File: src/rtl/fts_pkg.sv
package fts_pkg;

  typedef enum logic [1:0] {
    MS_IDLE,
    MS_GUARD,
    MS_ARM,
    MS_MEAS
  } meas_st_e;

  // option fields, MSB first: [5] opp, [4:3] guard, [2] snap, [1:0] update
  typedef struct packed {
    logic       opp;
    logic [1:0] guard;
    logic       snap;
    logic [1:0] upd;
  } opt_t;

  localparam logic [5:0] OPT_RST = 6'h0C;

  function automatic logic [6:0] guard_ticks(input logic [1:0] sel);
    case (sel)
      2'b00:   return 7'd63;
      2'b01:   return 7'd32;
      2'b10:   return 7'd16;
      default: return 7'd8;
    endcase
  endfunction

endpackage

File: src/rtl/fts_optreg.sv
module fts_optreg
  import fts_pkg::*;
(
  input  logic       clk,
  input  logic       rst_n,
  input  logic       wr_en,
  input  logic [7:0] wdata,
  input  logic       lock_set,
  output opt_t       opt,
  output logic [7:0] rdata
);

  logic [5:0] opt_q;
  logic       lock_q;
  logic       unused_rsvd;

  assign unused_rsvd = ^wdata[7:6];

  always_ff @(posedge clk) begin
    if (!rst_n) begin
      opt_q  <= OPT_RST;
      lock_q <= 1'b0;
    end else begin
      if (lock_set) lock_q <= 1'b1;
      if (wr_en && !lock_q && !lock_set) opt_q <= wdata[5:0];
    end
  end

  assign opt   = opt_t'(opt_q);
  assign rdata = {2'b00, opt_q};


  locked_write_chk: assert property (@(posedge clk) disable iff (!rst_n)
    lock_q |=> $stable(opt_q));

endmodule

File: src/rtl/fts_tach_meas.sv
module fts_tach_meas
  import fts_pkg::*;
#(
  parameter int CW = 16,
  parameter int SW = 8
) (
  input  logic          clk,
  input  logic          rst_n,
  input  logic          tick,
  input  logic          drive_raw,
  input  logic          tach_in,
  input  logic          stretch_en,
  input  logic [SW-1:0] stretch_max,
  input  logic [1:0]    guard_sel,
  output logic          drive_out,
  output logic          done,
  output logic [CW-1:0] done_val,
  output logic          done_str
);

  localparam logic [CW-1:0] SAT = {{(CW-1){1'b1}}, 1'b0};

  function automatic logic [CW-1:0] sat_inc(input logic [CW-1:0] v, input logic inc);
    return (inc && (v < SAT)) ? v + CW'(1) : v;
  endfunction

  meas_st_e      st;
  logic          drv_q, tach_q;
  logic [6:0]    gcnt;
  logic [CW-1:0] cnt;
  logic [SW-1:0] scnt;

  logic       tach_edge, drive_rise, busy, can_stretch, stretch_act, abort;
  logic [6:0] glen;

  assign tach_edge   = tach_in && !tach_q;
  assign drive_rise  = drive_raw && !drv_q;
  assign busy        = (st != MS_IDLE);
  assign can_stretch = stretch_en && (scnt < stretch_max);
  assign stretch_act = busy && !drive_raw && can_stretch;
  assign abort       = busy && !drive_raw && !can_stretch;
  assign glen        = guard_ticks(guard_sel);

  assign done      = (st == MS_MEAS) && tach_edge && !abort;
  assign done_val  = sat_inc(cnt, tick);
  assign done_str  = !drive_raw;
  assign drive_out = drive_raw || stretch_act;

  always_ff @(posedge clk) begin
    if (!rst_n) begin
      st     <= MS_IDLE;
      drv_q  <= 1'b0;
      tach_q <= 1'b0;
      gcnt   <= '0;
      cnt    <= '0;
      scnt   <= '0;
    end else begin
      drv_q  <= drive_raw;
      tach_q <= tach_in;
      if (stretch_act && tick) scnt <= scnt + SW'(1);
      case (st)
        MS_IDLE: begin
          if (drive_rise) begin
            st   <= MS_GUARD;
            gcnt <= '0;
            scnt <= '0;
          end
        end
        MS_GUARD: begin
          if (abort) st <= MS_IDLE;
          else if (tick) begin
            if (gcnt + 7'd1 >= glen) st <= MS_ARM;
            else gcnt <= gcnt + 7'd1;
          end
        end
        MS_ARM: begin
          if (abort) st <= MS_IDLE;
          else if (tach_edge) begin
            st  <= MS_MEAS;
            cnt <= '0;
          end
        end
        MS_MEAS: begin
          if (abort) st <= MS_IDLE;
          else if (tach_edge) begin
            cnt <= '0;
            st  <= drive_raw ? MS_MEAS : MS_IDLE;
          end else begin
            cnt <= sat_inc(cnt, tick);
          end
        end
        default: st <= MS_IDLE;
      endcase
    end
  end


  guard_skip_chk: assert property (@(posedge clk) disable iff (!rst_n)
    (st == MS_GUARD) |=> (st != MS_MEAS));


  no_stretch_follow_chk: assert property (@(posedge clk) disable iff (!rst_n)
    !stretch_en |-> (drive_out == drive_raw));


  stretch_limit_chk: assert property (@(posedge clk) disable iff (!rst_n)
    (drive_out && !drive_raw) |-> (stretch_en && busy && scnt <= stretch_max));

endmodule

File: src/rtl/fts_commit.sv
module fts_commit #(
  parameter int TPS = 90000,
  parameter int CW  = 16
) (
  input  logic          clk,
  input  logic          rst_n,
  input  logic          tick,
  input  logic          opp_en,
  input  logic [1:0]    upd_sel,
  input  logic          done,
  input  logic [CW-1:0] done_val,
  input  logic          done_str,
  output logic [CW-1:0] reading,
  output logic          reading_stb
);

  localparam int PW = $clog2(TPS + 1);
  localparam logic [PW-1:0] P_FULL = PW'(TPS);
  localparam logic [PW-1:0] P_HALF = PW'(TPS / 2);
  localparam logic [PW-1:0] P_FAST = PW'((TPS * 3) / 10);
  localparam logic [CW-1:0] STALL  = {CW{1'b1}};

  function automatic logic [PW-1:0] per_sel(input logic [1:0] u);
    case (u)
      2'b00:   return P_FULL;
      2'b01:   return P_HALF;
      default: return P_FAST;
    endcase
  endfunction

  logic [PW-1:0] tcnt, per_len;
  logic [CW-1:0] held;
  logic          held_v, opp_hit, per_hit;

  assign per_len = per_sel(upd_sel);
  assign opp_hit = opp_en && done && !done_str;
  assign per_hit = tick && ((tcnt + PW'(1)) >= per_len);

  always_ff @(posedge clk) begin
    if (!rst_n) begin
      tcnt        <= '0;
      held        <= '0;
      held_v      <= 1'b0;
      reading     <= STALL;
      reading_stb <= 1'b0;
    end else begin
      reading_stb <= 1'b0;
      if (opp_hit) begin
        reading     <= done_val;
        reading_stb <= 1'b1;
        tcnt        <= '0;
        held_v      <= 1'b0;
      end else if (per_hit) begin
        reading     <= done ? done_val : (held_v ? held : STALL);
        reading_stb <= 1'b1;
        tcnt        <= '0;
        held_v      <= 1'b0;
      end else begin
        if (done) begin
          held   <= done_val;
          held_v <= 1'b1;
        end
        if (tick) tcnt <= tcnt + PW'(1);
      end
    end
  end


  opp_restart_chk: assert property (@(posedge clk) disable iff (!rst_n)
    opp_hit |=> (reading_stb && tcnt == '0));


  stall_value_chk: assert property (@(posedge clk) disable iff (!rst_n)
    (per_hit && !opp_hit && !done && !held_v) |=> (reading == STALL));


  period_bound_chk: assert property (@(posedge clk) disable iff (!rst_n)
    tcnt <= P_FULL);

endmodule

File: src/rtl/fts_duty_ramp.sv
module fts_duty_ramp #(
  parameter int DW = 8
) (
  input  logic          clk,
  input  logic          rst_n,
  input  logic          snap_en,
  input  logic [DW-1:0] target,
  input  logic          ramp_tick,
  output logic [DW-1:0] duty
);

  logic tgt_zero, ramp_step;

  assign tgt_zero  = (target == '0);
  assign ramp_step = tgt_zero && !snap_en && ramp_tick && (duty != '0);

  always_ff @(posedge clk) begin
    if (!rst_n)             duty <= '0;
    else if (!tgt_zero)     duty <= target;
    else if (snap_en)       duty <= '0;
    else if (ramp_step)     duty <= duty - DW'(1);
  end


  snap_zero_chk: assert property (@(posedge clk) disable iff (!rst_n)
    (snap_en && tgt_zero) |=> (duty == '0));


  ramp_down_chk: assert property (@(posedge clk) disable iff (!rst_n)
    tgt_zero |=> (duty <= $past(duty)));


  target_follow_chk: assert property (@(posedge clk) disable iff (!rst_n)
    !tgt_zero |=> (duty == $past(target)));

endmodule

File: src/rtl/fan_tach_sched.sv
module fan_tach_sched
  import fts_pkg::*;
#(
  parameter int TPS = 90000,
  parameter int CW  = 16,
  parameter int SW  = 8,
  parameter int DW  = 8
) (
  input  logic          clk,
  input  logic          rst_n,
  input  logic          tick,
  input  logic          drive_raw,
  input  logic          tach_in,
  input  logic          stretch_en,
  input  logic [SW-1:0] stretch_max,
  input  logic          reg_wr,
  input  logic [7:0]    reg_wdata,
  input  logic          lock_set,
  output logic [7:0]    reg_rdata,
  input  logic [DW-1:0] duty_target,
  input  logic          ramp_tick,
  output logic [DW-1:0] duty_out,
  output logic          drive_out,
  output logic [CW-1:0] tach_reading,
  output logic          reading_stb
);

  opt_t          opt;
  logic          m_done, m_str;
  logic [CW-1:0] m_val;

  fts_optreg u_opt (
    .clk      (clk),
    .rst_n    (rst_n),
    .wr_en    (reg_wr),
    .wdata    (reg_wdata),
    .lock_set (lock_set),
    .opt      (opt),
    .rdata    (reg_rdata)
  );

  fts_tach_meas #(.CW(CW), .SW(SW)) u_meas (
    .clk         (clk),
    .rst_n       (rst_n),
    .tick        (tick),
    .drive_raw   (drive_raw),
    .tach_in     (tach_in),
    .stretch_en  (stretch_en),
    .stretch_max (stretch_max),
    .guard_sel   (opt.guard),
    .drive_out   (drive_out),
    .done        (m_done),
    .done_val    (m_val),
    .done_str    (m_str)
  );

  fts_commit #(.TPS(TPS), .CW(CW)) u_commit (
    .clk         (clk),
    .rst_n       (rst_n),
    .tick        (tick),
    .opp_en      (opt.opp),
    .upd_sel     (opt.upd),
    .done        (m_done),
    .done_val    (m_val),
    .done_str    (m_str),
    .reading     (tach_reading),
    .reading_stb (reading_stb)
  );

  fts_duty_ramp #(.DW(DW)) u_duty (
    .clk       (clk),
    .rst_n     (rst_n),
    .snap_en   (opt.snap),
    .target    (duty_target),
    .ramp_tick (ramp_tick),
    .duty      (duty_out)
  );

endmodule

File: config.mk
export PLATFORM = sky130hd
export DESIGN_NAME = fan_tach_sched
export DESIGN_NICKNAME = d
export VERILOG_FILES = /design/src/rtl/fts_pkg.sv /design/src/rtl/fts_optreg.sv /design/src/rtl/fts_tach_meas.sv /design/src/rtl/fts_commit.sv /design/src/rtl/fts_duty_ramp.sv /design/src/rtl/fan_tach_sched.sv
export SDC_FILE = /design/constraint.sdc
export NUM_CORES = 1
export LEC_CHECK = 0
export BUFFER_PORTS_ARGS = -buffer_cell sky130_fd_sc_hd__buf_2
export CAP_MARGIN = 20
export CORE_MARGIN = 3
export CORE_UTILIZATION = 41
export CTS_BUF_LIST = sky130_fd_sc_hd__clkbuf_8
export DETAILED_ROUTE_END_ITERATION = 6
export PLACE_DENSITY_LB_ADDON = 0.05
export SLEW_MARGIN = 20
export SYNTH_ARGS = -nofsm -noshare
export SYNTH_HDL_FRONTEND = slang
export SYNTH_SLANG_ARGS = --single-unit
export TNS_END_PERCENT = 5
File: constraint.sdc
create_clock -name clk -period 4.8 [get_ports clk]
set_clock_uncertainty 0.2 [all_clocks]
set_input_delay 1.2 -clock clk [delete_from_list [all_inputs] [get_ports clk]]
set_output_delay 1.2 -clock clk [all_outputs]
set_load 0.1 [all_outputs]
==> flow_results.org <==
** Status
- The flow ran to the end, and the final reports show no timing, DRC or antenna violations.

** Cells and area
- Cells with a size suffix above 1 make up roughly 14% of the layout.
- The multi-input combinational cells in the finished layout cover a total of between 3000 and 4000 sq um.
- Most common library cell in the layout ignoring fill and taps :: sky130_fd_sc_hd__dfxtp_1
- After routing the design area is roughly 6800 sq um.
- Net count, final :: 869
- Fillers :: between 1500 and 2000
- Cells fill a little under half of the core in the end.
- Combined flip-flop and latch cell area :: roughly 2000 sq um
- Top library cells by usage in the layout, fill and taps aside :: 101 x sky130_fd_sc_hd__dfxtp_1, 75 x sky130_fd_sc_hd__nand2_1, 62 x sky130_fd_sc_hd__buf_2
- From synthesis to final layout, the design area changed by 9.77%.
- The number of antenna diodes in the final layout is 0.

** Routing
- Number of routed nets with antenna violations :: 0
- DRT Wirelength :: ~16 mm
- After detailed routing, the number of vias per cell comes to 5.75.
- Summing over every cut layer, the via total after detailed routing is 5683.
- Initial DRT Pass Iterations :: 4
- After detailed routing, the number of remaining DRC violations is 0.
- Detailed Route Iter0 Violations :: about 290
- After detailed routing, the average wire length per cell comes to ~16 um.

** Critical path
- R2R depth :: 14
- Maximum fanout along the worst path :: 5
- Number of buffer and inverter instances along the worst setup path :: 3
- The worst setup path is captured at an output port.
- Category of the most critical setup path :: input pin to output port
- Required arrival time at the worst endpoint :: ~3.4 ns
- Gate family responsible for the most delay along the worst path :: compound AO/OA/AOI/OAI gates
- The worst setup path is launched from an input pin.
- In this design, the stage delay of the slowest critical-path cell is around 0.44 ns.
- Counting stages on the worst path, the most repeated cell is sky130_fd_sc_hd__buf_2.
- Cell with the biggest individual delay on the critical path :: sky130_fd_sc_hd__buf_2
- Critical Path AT :: 2.97 ns
- Stages on the worst setup path :: 8
- Crit-path cells :: buf_2 > inv_1 > ha_1 > a211oi_1 > o22a_1 > o21ai_0 > o21ai_2 > buf_2

** Clock network
- TritonCTS clock tree :: yes
- In this run the number of H-tree levels came out at 3.
- For this design, the CTS-stage hold fixing added 0 buffers.
- The tree is rooted in a sky130_fd_sc_hd__clkbuf_8.
- The clock passes through at most 2 buffers.
- Buffers added to address setup during post-CTS repair amount to 0.
- Worst skew pair latency :: approximately 0.4 ns
- Clock-pin slew was measured on the worst setup and hold paths at ~0.1 ns.
- TritonCTS created 9 clock buffers.
- Post-cts repair resize count :: 0
- Counting every sink on the clock net gives 101.

** GRT
- Wire length of the first global-routing pass :: between 20 and 30 mm
- Entering global routing, the biggest net connects 41 pins.
- GR Overflow Total :: 0
- Vias in the first global route :: roughly 5500
- The number of antenna violations at the first check in global routing came to 0.
- Global routing consumed, over all layers together, ~20% of the routing resources.

** Timing
- On the final layout, the worst hold slack is roughly 0.26 ns.
- The routed design could run at a clock period as short as around 4.4 ns.
- Setup TNS :: 0 ns
- Of the available clock period, the critical path in the final layout requires about nine tenths.
- Max frequency :: around 230 MHz
- For the pin with the worst max-slew slack, the measured transition is approximately 0.98 ns.
- Final hold vios :: 0
- Unrepaired setup endpoints after global routing :: false
- Rel. slew slack :: 34.9%
- Number of endpoints failing setup at the final stage :: 0
- The final count of pins violating max slew was 0.

** Yosys
- Number of synthesized flops with an enable pin :: 0
- Counting flops and latches in the post-synthesis netlist gives a little over 100.
- The synthesized netlist occupies a cell area of ~6200 sq um.
- Share of flip-flops with an asynchronous set or reset :: 0%
- Synth warn :: 0
- Synth Area per Inst :: 8.05 sq um
- Number of cells produced by synthesis :: ~770
- Sequential elements use 32.8% of the synthesized area.
- Counting distinct cell types in the post-synthesis netlist gives 64.
- Primary flip-flop cell chosen by synthesis mapping :: sky130_fd_sc_hd__dfxtp_1

** Min path
- The worst hold path passes through 2 cells.
- The worst hold path belongs to the class register to register.

** Power
- For this design the static power due to leakage is between 2 and 3 nW.
- Dividing total power by cell area gives a power density of ~260 nW/um^2.
- IR analysis of the VDD net gives a maximum drop of approximately 0.17 mV.

** Placed design
- Final HPWL DP :: about 11 mm
- Routability congestion estimate :: between 0.8 and 0.9
- Total of buffers placed on input and output ports :: 62
- After detailed placement, the total cell area comes to about 6600 sq um.

** Die
- Width of the chip :: roughly 130 um
- The floorplan step defined a die boundary enclosing about 17000 sq um.
- Number of rows in the core area :: 44
- Starting density of the core :: around 42%
- DIE HEIGHT :: roughly 130 um
- In this run the standard cell core region covers between 10000 and 15000 sq um.
- During I/O placement, the number of pins put on the boundary was 67.

** Run
- The tool flagged a number of max-cap violations equal to 0.
[stage by stage]
step                      std cells  power (mW)  setup slack, ns
after floorplan                 768        1.11            0.376
after global placement          973        1.19            0.476
after detailed placement        973        1.19            0.451
after CTS                       989        1.79            0.443
after global routing            989        1.85            0.270
final                           989        1.76            0.430
[Yosys cell counts, types with 22 or more instances]
master / n / area [sq um]
sky130_fd_sc_hd__a21oi_1: 59 / 295
sky130_fd_sc_hd__nand2_1: 75 / 282
sky130_fd_sc_hd__xor2_1: 25 / 219
sky130_fd_sc_hd__nand3_1: 33 / 165
sky130_fd_sc_hd__inv_1: 27 / 101
sky130_fd_sc_hd__dfxtp_1: 101 / 2020
sky130_fd_sc_hd__clkbuf_1: 40 / 150
sky130_fd_sc_hd__nor2_1: 51 / 191
sky130_fd_sc_hd__a31oi_1: 28 / 175
sky130_fd_sc_hd__nor3_1: 22 / 110
sky130_fd_sc_hd__mux2i_1: 22 / 220
sky130_fd_sc_hd__ha_1: 36 / 450
sky130_fd_sc_hd__o21ai_0: 37 / 185
[worst paths after layout]
path	to	slack, ns	start
worst max register to register	u_commit.reading[7]$_SDFFE_PN1P_	0.63	u_commit.tcnt[0]$_SDFFE_PP0P_
worst min-delay path	u_opt.lock_q$_SDFFE_PN0P_	0.26	u_opt.lock_q$_SDFFE_PN0P_
worst max-delay path	drive_out	0.43	stretch_max[3]
worst min register to register	u_opt.lock_q$_SDFFE_PN0P_	0.26	u_opt.lock_q$_SDFFE_PN0P_
[flip-flops by register name, summed over array words and instances, names as in the netlist, 2 cells and up]
signal            count
u_meas.scnt           8
u_commit.reading     16
u_commit.tcnt        17
u_opt.opt             6
u_meas.gcnt           7
u_duty.duty           8
u_meas.cnt           16
u_commit.held        16
u_meas.st             2
[layer usage]
metal / vias to the layer above / track usage, % / routed length [um]
met3: 15 / 3.49 / 596
met1: 2718 / 27.2 / 7740
met4: 0 / 6.30 / 286
met5: - / 0 / 0
li1: 2841 / - / -
met2: 109 / 32.4 / 7520
[tightest hold or removal path: stages (launching register included)]
cell                      delay (ns)
sky130_fd_sc_hd__dfxtp_1        0.32
sky130_fd_sc_hd__nor2_1         0.05
sky130_fd_sc_hd__nor2_1         0.06
[where the power goes]
group / switching, mW / total [mW] / internal (mW)
sequential: 0.0269 / 0.879 / 0.852
clock: 0.333 / 0.583 / 0.250
combinational: 0.219 / 0.295 / 0.0762
total: 0.579 / 1.76 / 1.18
[kinds of logic after synthesis]
logic type / share of synthesized area (%)
and+or+nand+nor: 23.1
adders and majority gates: 7.30
DFF: 32.8
other: 0.0607
buffers and inverters: 5.43
muxes: 3.93
AOI/OAI and AO/OA: 20.9
xor gates and xnor gates: 6.53
[layout make-up]
type | count | area share [%]
multi-input combinational | 588 | 56.5
sequential | 101 | 29.8
timing repair buffer | 73 | 5.80
tap | 184 | 3.40
clock buffer | 9 | 1.83
inverter | 27 | 1.50
clock inverter | 7 | 1.18
Note: power is estimated with default switching activity, not from simulation.
